===== src/rtl/trim_prescaler_pkg.sv =====
package trim_prescaler_pkg;
  typedef struct packed {
    logic       slow;   // 1: negative ppm, longer seconds
    logic [1:0] steps;  // bit1 = 2 steps, bit0 = 1 step
  } trim_code_t;
endpackage


===== src/rtl/trim_decode.sv =====
module trim_decode
  import trim_prescaler_pkg::*;
#(
  parameter int DIV      = 32768,
  parameter int STEP_PPM = 20,
  parameter int INC_W    = 21
) (
  input  logic [2:0]       code_i,
  output logic             slow_o,
  output logic [INC_W-1:0] inc_o
);
  localparam int UNIT = STEP_PPM * DIV;

  trim_code_t code;
  assign code   = trim_code_t'(code_i);
  assign slow_o = code.slow;
  assign inc_o  = INC_W'(UNIT) * INC_W'(code.steps);
endmodule


===== src/rtl/phase_accum.sv =====
module phase_accum #(
  parameter int PHASE_MOD = 1000000,
  parameter int MAX_CORR  = 2,
  parameter int INC_W     = 21,
  parameter int ACC_W     = 22,
  parameter int Q_W       = 2
) (
  input  logic             clk_i,
  input  logic             rst_ni,
  input  logic             step_i,
  input  logic [INC_W-1:0] inc_i,
  output logic [Q_W-1:0]   q_o
);
  logic [ACC_W-1:0] acc_q;
  logic [ACC_W-1:0] rem;
  logic [Q_W-1:0]   q;

  always_comb begin
    rem = acc_q + ACC_W'(inc_i);
    q   = '0;
    for (int k = 0; k < MAX_CORR; k++) begin
      if (rem >= ACC_W'(PHASE_MOD)) begin
        rem = rem - ACC_W'(PHASE_MOD);
        q   = q + Q_W'(1);
      end
    end
  end

  always_ff @(posedge clk_i or negedge rst_ni) begin
    if (!rst_ni)     acc_q <= '0;
    else if (step_i) acc_q <= rem;
  end

  assign q_o = q;
endmodule


===== src/rtl/div_counter.sv =====
module div_counter #(
  parameter int DIV   = 32768,
  parameter int CNT_W = 16,
  parameter int Q_W   = 2
) (
  input  logic             clk_i,
  input  logic             rst_ni,
  input  logic             en_i,
  input  logic             slow_i,
  input  logic [Q_W-1:0]   q_i,
  output logic             wrap_o,
  output logic [CNT_W-1:0] len_o
);
  logic [CNT_W-1:0] cnt_q, len_q;

  assign wrap_o = en_i && (cnt_q == len_q - CNT_W'(1));
  assign len_o  = len_q;

  always_ff @(posedge clk_i or negedge rst_ni) begin
    if (!rst_ni) begin
      cnt_q <= '0;
      len_q <= CNT_W'(DIV);
    end else if (wrap_o) begin
      cnt_q <= '0;
      len_q <= slow_i ? CNT_W'(DIV) + CNT_W'(q_i) : CNT_W'(DIV) - CNT_W'(q_i);
    end else if (en_i) begin
      cnt_q <= cnt_q + CNT_W'(1);
    end
  end
endmodule


===== src/rtl/seconds_trim_prescaler.sv =====
module seconds_trim_prescaler #(
  parameter int DIV       = 32768,
  parameter int STEP_PPM  = 20,
  parameter int PHASE_MOD = 1000000,
  parameter int CORR_W    = 16
) (
  input  logic              clk_i,
  input  logic              rst_ni,
  input  logic              osc_en_i,
  input  logic [2:0]        trim_code_i,
  output logic              sec_tick_o,
  output logic [CORR_W-1:0] corr_count_o
);
  localparam int INC_MAX  = 3 * STEP_PPM * DIV;
  localparam int MAX_CORR = (PHASE_MOD - 1 + INC_MAX) / PHASE_MOD;
  localparam int INC_W    = $clog2(INC_MAX + 1);
  localparam int ACC_W    = $clog2(PHASE_MOD + INC_MAX + 1);
  localparam int Q_W      = $clog2(MAX_CORR + 1);
  localparam int CNT_W    = $clog2(DIV + MAX_CORR + 1);

  logic             slow_w, wrap_w;
  logic [INC_W-1:0] inc_w;
  logic [Q_W-1:0]   q_w;
  logic [CNT_W-1:0] len_w;
  logic             tick_q;
  logic [CORR_W-1:0] corr_q;

  trim_decode #(.DIV(DIV), .STEP_PPM(STEP_PPM), .INC_W(INC_W)) u_decode (
    .code_i (trim_code_i),
    .slow_o (slow_w),
    .inc_o  (inc_w)
  );

  phase_accum #(
    .PHASE_MOD(PHASE_MOD), .MAX_CORR(MAX_CORR),
    .INC_W(INC_W), .ACC_W(ACC_W), .Q_W(Q_W)
  ) u_phase (
    .clk_i  (clk_i),
    .rst_ni (rst_ni),
    .step_i (wrap_w),
    .inc_i  (inc_w),
    .q_o    (q_w)
  );

  div_counter #(.DIV(DIV), .CNT_W(CNT_W), .Q_W(Q_W)) u_count (
    .clk_i  (clk_i),
    .rst_ni (rst_ni),
    .en_i   (osc_en_i),
    .slow_i (slow_w),
    .q_i    (q_w),
    .wrap_o (wrap_w),
    .len_o  (len_w)
  );

  always_ff @(posedge clk_i or negedge rst_ni) begin
    if (!rst_ni) begin
      tick_q <= 1'b0;
      corr_q <= '0;
    end else begin
      tick_q <= wrap_w;
      if (wrap_w) corr_q <= corr_q + CORR_W'(q_w);
    end
  end

  assign sec_tick_o   = tick_q;
  assign corr_count_o = corr_q;
endmodule


===== config.mk =====
export PLATFORM = sky130hd
export DESIGN_NAME = seconds_trim_prescaler
export DESIGN_NICKNAME = d
export VERILOG_FILES = /design/src/rtl/trim_prescaler_pkg.sv /design/src/rtl/trim_decode.sv /design/src/rtl/phase_accum.sv /design/src/rtl/div_counter.sv /design/src/rtl/seconds_trim_prescaler.sv
export SDC_FILE = /design/constraint.sdc
export NUM_CORES = 1
export LEC_CHECK = 0
export ABC_AREA = 1
export BUFFER_PORTS_ARGS = -buffer_cell sky130_fd_sc_hd__buf_4
export CORE_UTILIZATION = 32
export DETAILED_ROUTE_END_ITERATION = 10
export SKIP_LAST_GASP = 1
export SLEW_MARGIN = 30
export SYNTH_ARGS = -nofsm -noshare
export SYNTH_HDL_FRONTEND = slang
export SYNTH_HIERARCHICAL = 1
export SYNTH_SLANG_ARGS = --single-unit
export TNS_END_PERCENT = 10

===== constraint.sdc =====
create_clock -name clk_i -period 7.1 [get_ports clk_i]
set_input_delay 0.355 -clock clk_i [delete_from_list [all_inputs] [get_ports clk_i]]
set_output_delay 0.355 -clock clk_i [all_outputs]
set_load 0.05 [all_outputs]

---- Yosys cells after proc, flatten, opt, wreduce, memory -nomap -nowiden ----
Cells that the tools add are included.
operators by class
  $add $sub $neg .......................... 9
  multipliers ............................. 1
  divide/modulo/power cells ............... 0
  order comparisons ....................... 2
  equality and inequality tests ........... 1
  shift-type cells ........................ 0
  multiplexer cells ....................... 7
  bitwise gates (word level) .............. 0
  reductions and logical operators ........ 2
operators with widths
  kind                      number
  $mux W16                  3
  $ge A22 B20 Y1 const B    2
  $mux W22                  2
  $sub A22 B20 Y22 const B  2
  $add A22 B21 Y22          1
  $add A16 B1 Y16 const B   1
  $add A16 B2 Y16           1
  $add A16 B2 Y16 const A   1
  $eq A16 B16 Y1            1
  $sub A16 B1 Y16 const B   1
  $sub A16 B2 Y16 const A   1
  $mul A3 B2 Y4 const A     1
  $add A1 B1 Y2 const B     1
  $mux W2                   1
  $reduce_bool A2 Y1        1
  $logic_and A1 B1 Y1       1
  $mux W1                   1
storage, ports and cells
  register bits after elaboration ......... 71
  latch bits .............................. 0
  RAM bits ................................ 0
  memory bits (read-only) ................. 0
  bits of input ports ..................... 6
  output and inout port bits .............. 17
  word-level logic and storage cells ...... 27
  memories ................................ 0

---- Longest topological paths before layout ----
Gate-level depths: netlist of run 1.
  word-level depth ........................ 8
  gate-level depth with buffers ........... 42
  mapped depth without buffers ............ 38

---- Cells and area by module ----
The synthesis of run 1 kept the hierarchy.
modules (own cells, without submodules)
  module                  instances  cells an instance  area each (um2)  seq. area each (um2)
  phase_accum             1          719                3933.8           550.5
  div_counter             1          249                1614.0           501.7
  seconds_trim_prescaler  1          101                907.1            425.4
  trim_decode             1          23                 168.9            0.0

---- Worst setup path after synthesis of run 1 ----
Ideal clock, no wire load.
  path kind ............................... input port to flip-flop
  start point ............................. input trim_code_i[1]
  end point ............................... register corr_q[14] (netlist: corr_count_o[14])
  library setup time ...................... 114 ps
  arrival ................................. 4571 ps
  required time ........................... 6986 ps
  slack ................................... 2415 ps
  stages .................................. 35
  buffers on the path ..................... 4
  cell sequence ........................... buf_4 ha_1 nand2_1 nand2_1 o21bai_1 nor2_1 nand3_1 nand2_1 nand2_1 nand2_2 nor2_2 nor2_4 buf_2 nand4_1 nand2_1 ha_1 inv_1 nand2_1 nand2_2 nor2_4 nand2_2 nand2_2 nand3_2 buf_6 buf_8 ha_1 ha_1 inv_1 fa_1 inv_1 nand4_2 nor2_4 nand4_1 nand2_1 inv_1
on the way
  cells in the longest elaborated chain, start to end .. 7
  elaborated cells between the ends (all ways) .. 10
  those cells by class .................... 4 x add/sub; 1 x mul; 2 x order compare; 3 x mux
ends and longest elaborated chain
  element                                             RTL line                              RTL
  start, declared                                     seconds_trim_prescaler.sv:10          input logic [2:0] trim_code_i,
  $mul A3 B2 Y4 *                                     trim_decode.sv:17                     assign inc_o = INC_W'(UNIT) * INC_W'(code.steps);
  $add A22 B21 Y22 *                                  phase_accum.sv:19                     rem = acc_q + ACC_W'(inc_i);
  $sub A22 B20 Y22 or $ge A22 B20 Y1 (tied branches)  phase_accum.sv:23, phase_accum.sv:22
  $mux W22 or $mux W1 (tied branches)                 phase_accum.sv:22                     if (rem >= ACC_W'(PHASE_MOD)) begin
  $ge A22 B20 Y1 or $add A1 B1 Y2 (tied branches)     phase_accum.sv:22, phase_accum.sv:24
  $mux W2 *                                           phase_accum.sv:22
  net q_w[0]                                          seconds_trim_prescaler.sv:23          logic [Q_W-1:0] q_w;
  $add A16 B2 Y16 *                                   seconds_trim_prescaler.sv:61          if (wrap_w) corr_q <= corr_q + CORR_W'(q_w);
  end signal, assigned                                seconds_trim_prescaler.sv:61
  end, declared                                       seconds_trim_prescaler.sv:26          logic [CORR_W-1:0] corr_q;
The timed path passes the listed nets; every way through them passes the cells marked *.
A chain may end at the register's enable or synchronous reset.

---- Final worst setup path of run 1 ----
  start point ............................. register u_phase.acc_q[2]
  end point ............................... register corr_q[14] (netlist: corr_count_o[14])
on the way
  cells in the longest elaborated chain, start to end .. 6
  elaborated cells between the ends (all ways) .. 9
  those cells by class .................... 4 x add/sub; 2 x order compare; 3 x mux
ends and longest elaborated chain
  element                                             RTL line                              RTL
  start, declared                                     phase_accum.sv:14                     logic [ACC_W-1:0] acc_q;
  start signal, assigned                              phase_accum.sv:31                     else if (step_i) acc_q <= rem;
  $add A22 B21 Y22 *                                  phase_accum.sv:19
  $sub A22 B20 Y22 or $ge A22 B20 Y1 (tied branches)  phase_accum.sv:23, phase_accum.sv:22
  $mux W22 or $mux W1 (tied branches)                 phase_accum.sv:22
  $ge A22 B20 Y1 or $add A1 B1 Y2 (tied branches)     phase_accum.sv:22, phase_accum.sv:24
  $mux W2 *                                           phase_accum.sv:22
  net q_w[0]                                          seconds_trim_prescaler.sv:23
  $add A16 B2 Y16 *                                   seconds_trim_prescaler.sv:61
Marked as above.

==> results_dict.tcl, run 1 <==
set metrics [dict create \
    rows 51 \
    setup_ws_ns 1.39 \
    dieHeight_microns 145 \
    syn_to_final_growth_pct 8.71 \
    clk_pin_slew_worst_paths_ns 0.06 \
    status "complete, no violations" \
    holdCritPathClass "in2async" \
    cts_setup_buffers 0 \
    h-tree-depth 3 \
    synth.avg_cell_area_sq_um 6.05 \
    wl_mm 16.4 \
    tightest_slew_ns 0.873 \
    antenna_found_initial 0 \
    vias 6268 \
    ios 23 \
    grt_usage_pct 17.2 \
    final_util_pct 36.0 \
    leakage_nw 4.06 \
    rsz0062_at_grt "false" \
    num-nets-final 1133 \
    grt_pass1_vias 5788 \
    p_per_area_nw_per_um2 173 \
    p_clk_share_pct 37.0 \
    fmax_mhz 175 \
    ir_worst_vdd_v 0.000110 \
    place.port_buffers 22 \
    ant_nets 0 \
    cp.arrival_ns 5.95 \
    syn-cell-area_sq_um 6530 \
    drv_cap 0 \
    period_needed_ns 5.71 \
    start_util_pct 33.1 \
    firstDrtPassIters 5 \
    ys_warn_count 6 \
    clock_skew_ns 0.00975 \
    die_w_microns 145 \
    avgViaCountPerCell 4.61 \
    num_antenna_cells 0 \
    switchingPower_mw 0.465 \
    crit_path_top_delay_cell "ha_1" \
    synthCells 1080 \
    grt_pass1_wl_mm 28.3 \
    cp_max_fo 29 \
    fin_crit_sh_pct 80.4 \
    drc 0 \
    globalRouteOverflowTotal 0 \
    startpoint_type "flop" \
    p_int_mw 0.764 \
    slowest_delay_ns 0.55 \
    clk_latency_ns 0.34 \
    slew_violations 0 \
    gp_congestion 0.870 \
    clk_path_buf_depth 2 \
    fin_tns_setup_ns 0 \
    critPathCaptureType "flop" \
    setup_viol_count_final 0 \
    cts_tree "built" \
    pre_cts_ws_ns 1.38 \
    post_drt_wl_per_cell_microns 12.1 \
    max-slew-margin-rel_pct 41.8 \
    fillers 2177 \
    critPathKind "reg2reg" \
    p_seq_share_pct 33.9 \
    combPwrFrac_pct 29.1 \
    core-area_sq_um 19700 \
    holdWs_ns 0.0750 \
    hold_buffers 0 \
    dieArea_sq_um 21000 \
    swShare_pct 37.8 \
    grt_max_degree 60 \
    hold_viol_final 0 \
    drive_above_1_share_pct 10.9 \
    post-dp-hpwl_mm 12.9 \
    postCtsResizedCells 0 \
    cts_buffers 9 \
    clock-sinks 59 \
    drt_iter0_markers 375 \
    root_buffer "clkbuf_16" \
    required_ns 7.34 \
]
-- power groups by stage --
stage	logic (mW)	registers, mW	clock network, mW
final	0.358	0.416	0.455
after global routing	0.418	0.422	0.486
after CTS	0.356	0.416	0.473
after detailed placement	0.355	0.421	0
after global placement	0.351	0.421	0
after floorplan	0.305	0.405	0
-- sequential cells by signal, indices dropped and copies added, names as in the netlist --
signal and cells:
corr_count_o 16, u_count/cnt_q 16, u_count/len_o 4, u_phase/acc_q 22, sec_tick_o 1
-- metal layers --
| layer | part of all wire, % | track usage, % | vias up |
|---|---|---|---|
| li1 | - | - | 3358 |
| met1 | 50 | 23.6 | 2770 |
| met2 | 43 | 26.7 | 114 |
| met3 | 5.4 | 3.59 | 26 |
| met4 | 2.3 | 5.71 | 0 |
| met5 | 0 | 0 | - |
-- layout by cell type, fill, tap and decap left out, types with 17 or more instances in the layout --
cell       n
a21oi_1   17
buf_4     23
conb_1    17
dfrtp_1   58
ha_1      34
inv_1    148
inv_2     17
nand2_1  411
nand2_2   25
nand3_1   98
nand4_1   34
nor2_1    82
xor2_1    23
-- worst max-delay path: cells and delay by family (launching register included) --
family                     cells  cell delay [ns]
xor gates and xnor gates       1             0.19
DFF                            1             0.38
and+or+nand+nor               19             3.11
adders and majority gates      5             1.67
buffers and inverters          4             0.23
-- final cells by class --
type,instances,area [sq um],area share (%)
well taps,265,332,4.67
inverters,167,627,8.83
multi-input cells,831,4190,59.0
clock buffers,9,225,3.17
flip-flops and latches,59,1480,20.8
repair buffers,23,173,2.43
clock inverters,7,76.3,1.07
-- worst paths after layout --
path,cells past startpoint,slack [ns],from,end
max,29,1.39,u_phase/acc_q[2]$_DFFE_PN0P_,corr_count_o[14]$_DFFE_PN0P_
min,1,0.08,rst_ni,u_phase/acc_q[19]$_DFFE_PN0P_
max reg2reg,29,1.39,u_phase/acc_q[2]$_DFFE_PN0P_,corr_count_o[14]$_DFFE_PN0P_
min reg2reg,2,0.47,u_count/len_o[15]$_DFFE_PN1P_,u_count/len_o[15]$_DFFE_PN1P_
max in group asynchronous,1,6.51,rst_ni,u_count/cnt_q[6]$_DFFE_PN0P_
min in group clk_i,3,0.33,osc_en_i,u_count/cnt_q[0]$_DFFE_PN0P_
-- stage by stage --
step	total power [mW]	area (sq um)	cells
finish	1.23	7100	1361
global route	1.33	7100	1361
CTS	1.25	7100	1361
detailed placement	0.776	6800	1345
global placement	0.773	6800	1345
floorplan	0.710	6590	1096
Power figures use the tool's default switching activity.
==> run 2, diff against run 1 <==
==> constraint.sdc (replaced) <==
create_clock -name clk_i -period 5.2 [get_ports clk_i]
set_input_delay 0.26 -clock clk_i [delete_from_list [all_inputs] [get_ports clk_i]]
set_output_delay 0.26 -clock clk_i [all_outputs]
set_load 0.05 [all_outputs]
==> results_dict.tcl, run 2 (same netlist as run 1, synthesis figures left out) <==
set metrics [dict create \
    status "finished with violations" \
    failed_checks "hold timing" \
    dieArea_sq_um 21000 \
    clk_latency_ns 0.34 \
    p_int_mw 1.05 \
    period_needed_ns 4.74 \
    die_w_microns 145 \
    place.port_buffers 22 \
    setup_ws_ns 0.460 \
    clk_pin_slew_worst_paths_ns 0.05 \
    switchingPower_mw 0.622 \
    cp_max_fo 11 \
    p_seq_share_pct 34.1 \
    globalRouteOverflowTotal 0 \
    post-dp-hpwl_mm 12.9 \
    leakage_nw 4.11 \
    gp_congestion 0.860 \
    drive_above_1_share_pct 12.2 \
    hold_buffers 0 \
    num-nets-final 1144 \
    vias 6399 \
    drc 0 \
    ios 23 \
    p_per_area_nw_per_um2 231 \
    combPwrFrac_pct 29.6 \
    drv_cap 0 \
    clock_skew_ns 0.00896 \
    stdcell_count 1372 \
    max-slew-margin-rel_pct 46.9 \
    fmax_mhz 211 \
    grt_usage_pct 16.7 \
    antenna_found_initial 0 \
    grt_pass1_wl_mm 27.4 \
    ant_nets 0 \
    critPathKind "reg2reg" \
    clk_path_buf_depth 2 \
    pre_cts_ws_ns 0.350 \
    p_clk_share_pct 36.3 \
    hold_viol_final 10 \
    avgViaCountPerCell 4.66 \
    fin_crit_sh_pct 91.2 \
    dieHeight_microns 145 \
    grt_max_degree 60 \
    fillers 2151 \
    placedCellCount 1348 \
    cp.arrival_ns 4.97 \
    swShare_pct 37.3 \
    cts_buffers 9 \
    final_cell_mix "nand2_1 (410), inv_1 (148), nand3_1 (98), nor2_1 (81), dfrtp_1 (58)" \
    core-area_sq_um 19700 \
    crit_path_top_delay_cell "dfrtp_1" \
    cts_tree "built" \
    holdCritPathClass "in2async" \
    rows 51 \
    num_antenna_cells 0 \
    drt_iter0_markers 448 \
    wl_mm 16.6 \
    post_drt_wl_per_cell_microns 12.1 \
    required_ns 5.43 \
    r2r_start "u_phase/acc_q[6]$_DFFE_PN0P_" \
    root_buffer "clkbuf_16" \
    cpMostUsedCell "nand2_1" \
    regMostFlops "u_phase/acc_q" \
    reg2reg_to "corr_count_o[12]$_DFFE_PN0P_" \
    holdWs_ns -0.0164 \
    reg2regPathDepth 29 \
    slowest_delay_ns 0.38 \
    largest_reg_flops 22 \
    firstDrtPassIters 5 \
    rrSetupSlack_ns 0.46 \
    ir_worst_vdd_v 0.000164 \
    h-tree-depth 3 \
    grt_pass1_vias 5755 \
    setup_viol_count_final 0 \
    power.total_mw 1.67 \
    critPathCaptureType "flop" \
    syn_to_final_growth_pct 10.4 \
    startpoint_type "flop" \
    slew_violations 0 \
    clock-sinks 59 \
    start_util_pct 33.1 \
    fin_tns_setup_ns 0 \
    layout_commonest_cell "nand2_1" \
    tightest_slew_ns 0.796 \
]
## run 2: cell types whose count changed in the layout (fill, tap and decap cells not counted), sizes merged
cell    previous run  this run
buf               23        33
clkinv             4         5
inv              167       166
nor2             100       101
## run 2: timing repair
action | CTS | global route
resized for setup | 0 | 6
setup buffers | 0 | 7
endpoints found under the setup margin | 0 | 5
## run 2: worst max path at each step
stage,start,end,slack [ns],depth (start not counted)
floorplan,trim_code_i[1],corr_count_o[14]$_DFFE_PN0P_,0.61,35
global placement,u_phase/acc_q[7]$_DFFE_PN0P_,corr_count_o[14]$_DFFE_PN0P_,0.48,29
detailed placement,trim_code_i[1],corr_count_o[12]$_DFFE_PN0P_,0.35,32
CTS,u_phase/acc_q[18]$_DFFE_PN0P_,corr_count_o[12]$_DFFE_PN0P_,0.35,31
global route,u_phase/acc_q[19]$_DFFE_PN0P_,corr_count_o[14]$_DFFE_PN0P_,-0.04,30
finish,u_phase/acc_q[6]$_DFFE_PN0P_,corr_count_o[12]$_DFFE_PN0P_,0.46,29
## run 2: area by class of cell
cell class              instances  area (sq um)  share of cell area, %
multi-input cells             832          4230                   58.6
clock buffers                   9           225                   3.12
flip-flops and latches         59          1480                   20.5
well taps                     265           332                   4.60
repair buffers                 33           248                   3.44
inverters                     167           627                   8.69
clock inverters                 7          76.3                   1.06
## run 2: routing by layer
metal	wire length, microns	global-route usage, %
met5	0	0
met3	858	3.62
met1	8210	22.8
met4	227	4.32
met2	7270	26.4
## run 2: per-stage QoR
stage	hold WS (ns)	util (%)	area (sq um)
3_3_place_gp	0.387	34.6	6820
5_1_grt	0.0627	36.6	7210
4_1_cts	0.0213	36.1	7130
3_5_place_dp	0.384	34.6	6820
2_1_floorplan	-0.0356	-	6590
6_report	-0.0164	36.6	7210
## run 2: critical path: cells and delay by family, from the launching register on
family	cells	cell delay [ns]
fa+ha+maj	6	1.60
flops	1	0.38
simple gates	19	2.29
buf+inv	4	0.36
## run 2: power by group through the flow
stage	registers, mW	logic, mW	clock network [mW]
after floorplan	0.553	0.416	0
after global placement	0.575	0.480	0
after detailed placement	0.574	0.486	0
after CTS	0.568	0.486	0.625
after global routing	0.576	0.575	0.645
final	0.569	0.494	0.605
==> run 3, diff against run 2 <==
--- a/config.mk
+++ b/config.mk
@@ -9,6 +9,7 @@
 export BUFFER_PORTS_ARGS = -buffer_cell sky130_fd_sc_hd__buf_4
 export CORE_UTILIZATION = 32
 export DETAILED_ROUTE_END_ITERATION = 10
+export PLACE_DENSITY = 0.58
 export SKIP_LAST_GASP = 1
 export SLEW_MARGIN = 30
 export SYNTH_ARGS = -nofsm -noshare
==> results_dict.tcl, run 3 (same netlist as run 1, synthesis figures left out) <==
set metrics [dict create \
    status "complete, no violations" \
    p_per_area_nw_per_um2 234 \
    clk_latency_ns 0.33 \
    firstDrtPassIters 7 \
    multi_input_area_sq_um 4200 \
    clk_path_buf_depth 2 \
    stdcell_count 1369 \
    holdCritPathClass "in2async" \
    startpoint_type "flop" \
    antenna_found_initial 0 \
    num_antenna_cells 0 \
    reg2regPathDepth 31 \
    layout_commonest_cell "nand2_1" \
    syn_to_final_growth_pct 9.98 \
    critPathCaptureType "flop" \
    num-nets-final 1141 \
    holdWs_ns 0.0116 \
    fillers 2174 \
    combPwrFrac_pct 29.2 \
    fin_crit_sh_pct 91.5 \
    final_cell_mix "nand2_1 (411), inv_1 (148), nand3_1 (98), nor2_1 (82), dfrtp_1 (58)" \
    ios 23 \
    cpMostUsedCell "nand2_1" \
    grt_pass1_vias 5619 \
    core-area_sq_um 19700 \
    grt_usage_pct 16.4 \
    post-dp-hpwl_mm 13.0 \
    p_int_mw 1.08 \
    startpoint "u_phase/acc_q[18]$_DFFE_PN0P_" \
    gp_congestion 0.875 \
    wl_mm 16.3 \
    clk_pin_slew_worst_paths_ns 0.06 \
    drive_above_1_share_pct 11.5 \
    required_ns 5.41 \
    hold_viol_final 0 \
    dieHeight_microns 145 \
    critPathKind "reg2reg" \
    reg2reg_to "corr_count_o[8]$_DFFE_PN0P_" \
    switchingPower_mw 0.597 \
    power.total_mw 1.68 \
    regArea_sq_um 1480 \
    cts_tree "built" \
    placedCellCount 1349 \
    slew_violations 0 \
    root_buffer "clkbuf_16" \
    r2r_start "u_phase/acc_q[18]$_DFFE_PN0P_" \
    ir_worst_vdd_v 0.000144 \
    die_w_microns 145 \
    drt_iter0_markers 413 \
    setup_viol_count_final 0 \
    place.port_buffers 22 \
    avgViaCountPerCell 4.57 \
    rrSetupSlack_ns 0.44 \
    h-tree-depth 3 \
    slowest_delay_ns 0.37 \
    cts_buffers 9 \
    max-slew-margin-rel_pct 45.6 \
    rows 51 \
    drc 0 \
    globalRouteOverflowTotal 0 \
    dieArea_sq_um 21000 \
    crit_path_top_delay_cell "dfrtp_1" \
    regMostFlops "u_phase/acc_q" \
    p_seq_share_pct 33.8 \
    vias 6253 \
    clock-sinks 59 \
    hold_buffers 0 \
    grt_max_degree 60 \
    ant_nets 0 \
    tightest_slew_ns 0.814 \
    p_clk_share_pct 36.9 \
    fmax_mhz 210 \
    clock_skew_ns 0.0132 \
    drv_cap 0 \
    cp_max_fo 8 \
    period_needed_ns 4.76 \
    start_util_pct 33.1 \
    largest_reg_flops 22 \
    swShare_pct 35.5 \
    post_drt_wl_per_cell_microns 11.9 \
    cp.arrival_ns 4.97 \
    leakage_nw 4.11 \
    grt_pass1_wl_mm 27.1 \
]
-- run 3: cell types whose count changed in the layout (fill, tap and decap cells not counted), sizes merged --
cell | before | now
clkbuf | 9 | 13
buf | 33 | 31
clkinv | 5 | 3
clkinvlp | 2 | 1
inv | 166 | 165
nor2 | 101 | 100
-- run 3: per-stage QoR --
step / setup WS, ns / area (sq um) / utilization [%] / setup TNS [ns]
after floorplan: 0.610 / 6590 / - / 0
after detailed placement: 0.310 / 6830 / 34.6 / 0
after global placement: 0.373 / 6830 / 34.6 / 0
after global routing: -0.00848 / 7190 / 36.4 / -0.0102
after CTS: 0.326 / 7150 / 36.3 / 0
final: 0.441 / 7190 / 36.4 / 0
-- run 3: how the worst max path moves through the flow --
stage                                         endpoint  slack [ns]  cells after the start
after floorplan           corr_count_o[14]$_DFFE_PN0P_        0.61                     35
after global placement    corr_count_o[14]$_DFFE_PN0P_        0.37                     32
after detailed placement   corr_count_o[8]$_DFFE_PN0P_        0.31                     31
after CTS                 corr_count_o[14]$_DFFE_PN0P_        0.33                     31
after global routing      corr_count_o[14]$_DFFE_PN0P_      -0.008                     32
final                      corr_count_o[8]$_DFFE_PN0P_        0.44                     31
-- run 3: metal layers --
layer | part of all wire (%) | global-route usage (%)
met5 | 0 | 0
met4 | 1.0 | 4.04
met3 | 4.1 | 3.46
met2 | 44 | 25.7
met1 | 51 | 22.9
-- run 3: critical path: cells and delay by family (launching register included) --
kind / cells / cell delay (ns)
AO/OA/AOI/OAI: 1 / 0.17
XOR/XNOR: 1 / 0.13
adder cells (fa/ha/maj): 5 / 1.39
buffers and inverters: 4 / 0.37
flip-flops: 1 / 0.37
AND/OR/NAND/NOR: 20 / 2.20
-- run 3: final cells by class --
class	count	share of cell area [%]
clock buffers	13	3.76
clock inverters	3	0.644
inverters	167	8.72
multi-input cells	831	58.5
flip-flops and latches	59	20.6
well taps	265	4.61
repair buffers	31	3.24
-- run 3: what timing repair did --
| action | in CTS | in global routing |
|---|---|---|
| setup endpoints to repair | 0 | 5 |
| setup buffers | 0 | 4 |
| resized for setup | 0 | 1 |
| hold endpoints to repair | 0 | 0 |
-- run 3: power groups by stage --
stage | Combinational [mW] | Sequential [mW] | Clock (mW)
2_1_floorplan | 0.416 | 0.553 | 0
3_3_place_gp | 0.481 | 0.576 | 0
3_5_place_dp | 0.484 | 0.573 | 0
4_1_cts | 0.486 | 0.567 | 0.648
5_1_grt | 0.566 | 0.576 | 0.667
6_report | 0.491 | 0.569 | 0.620
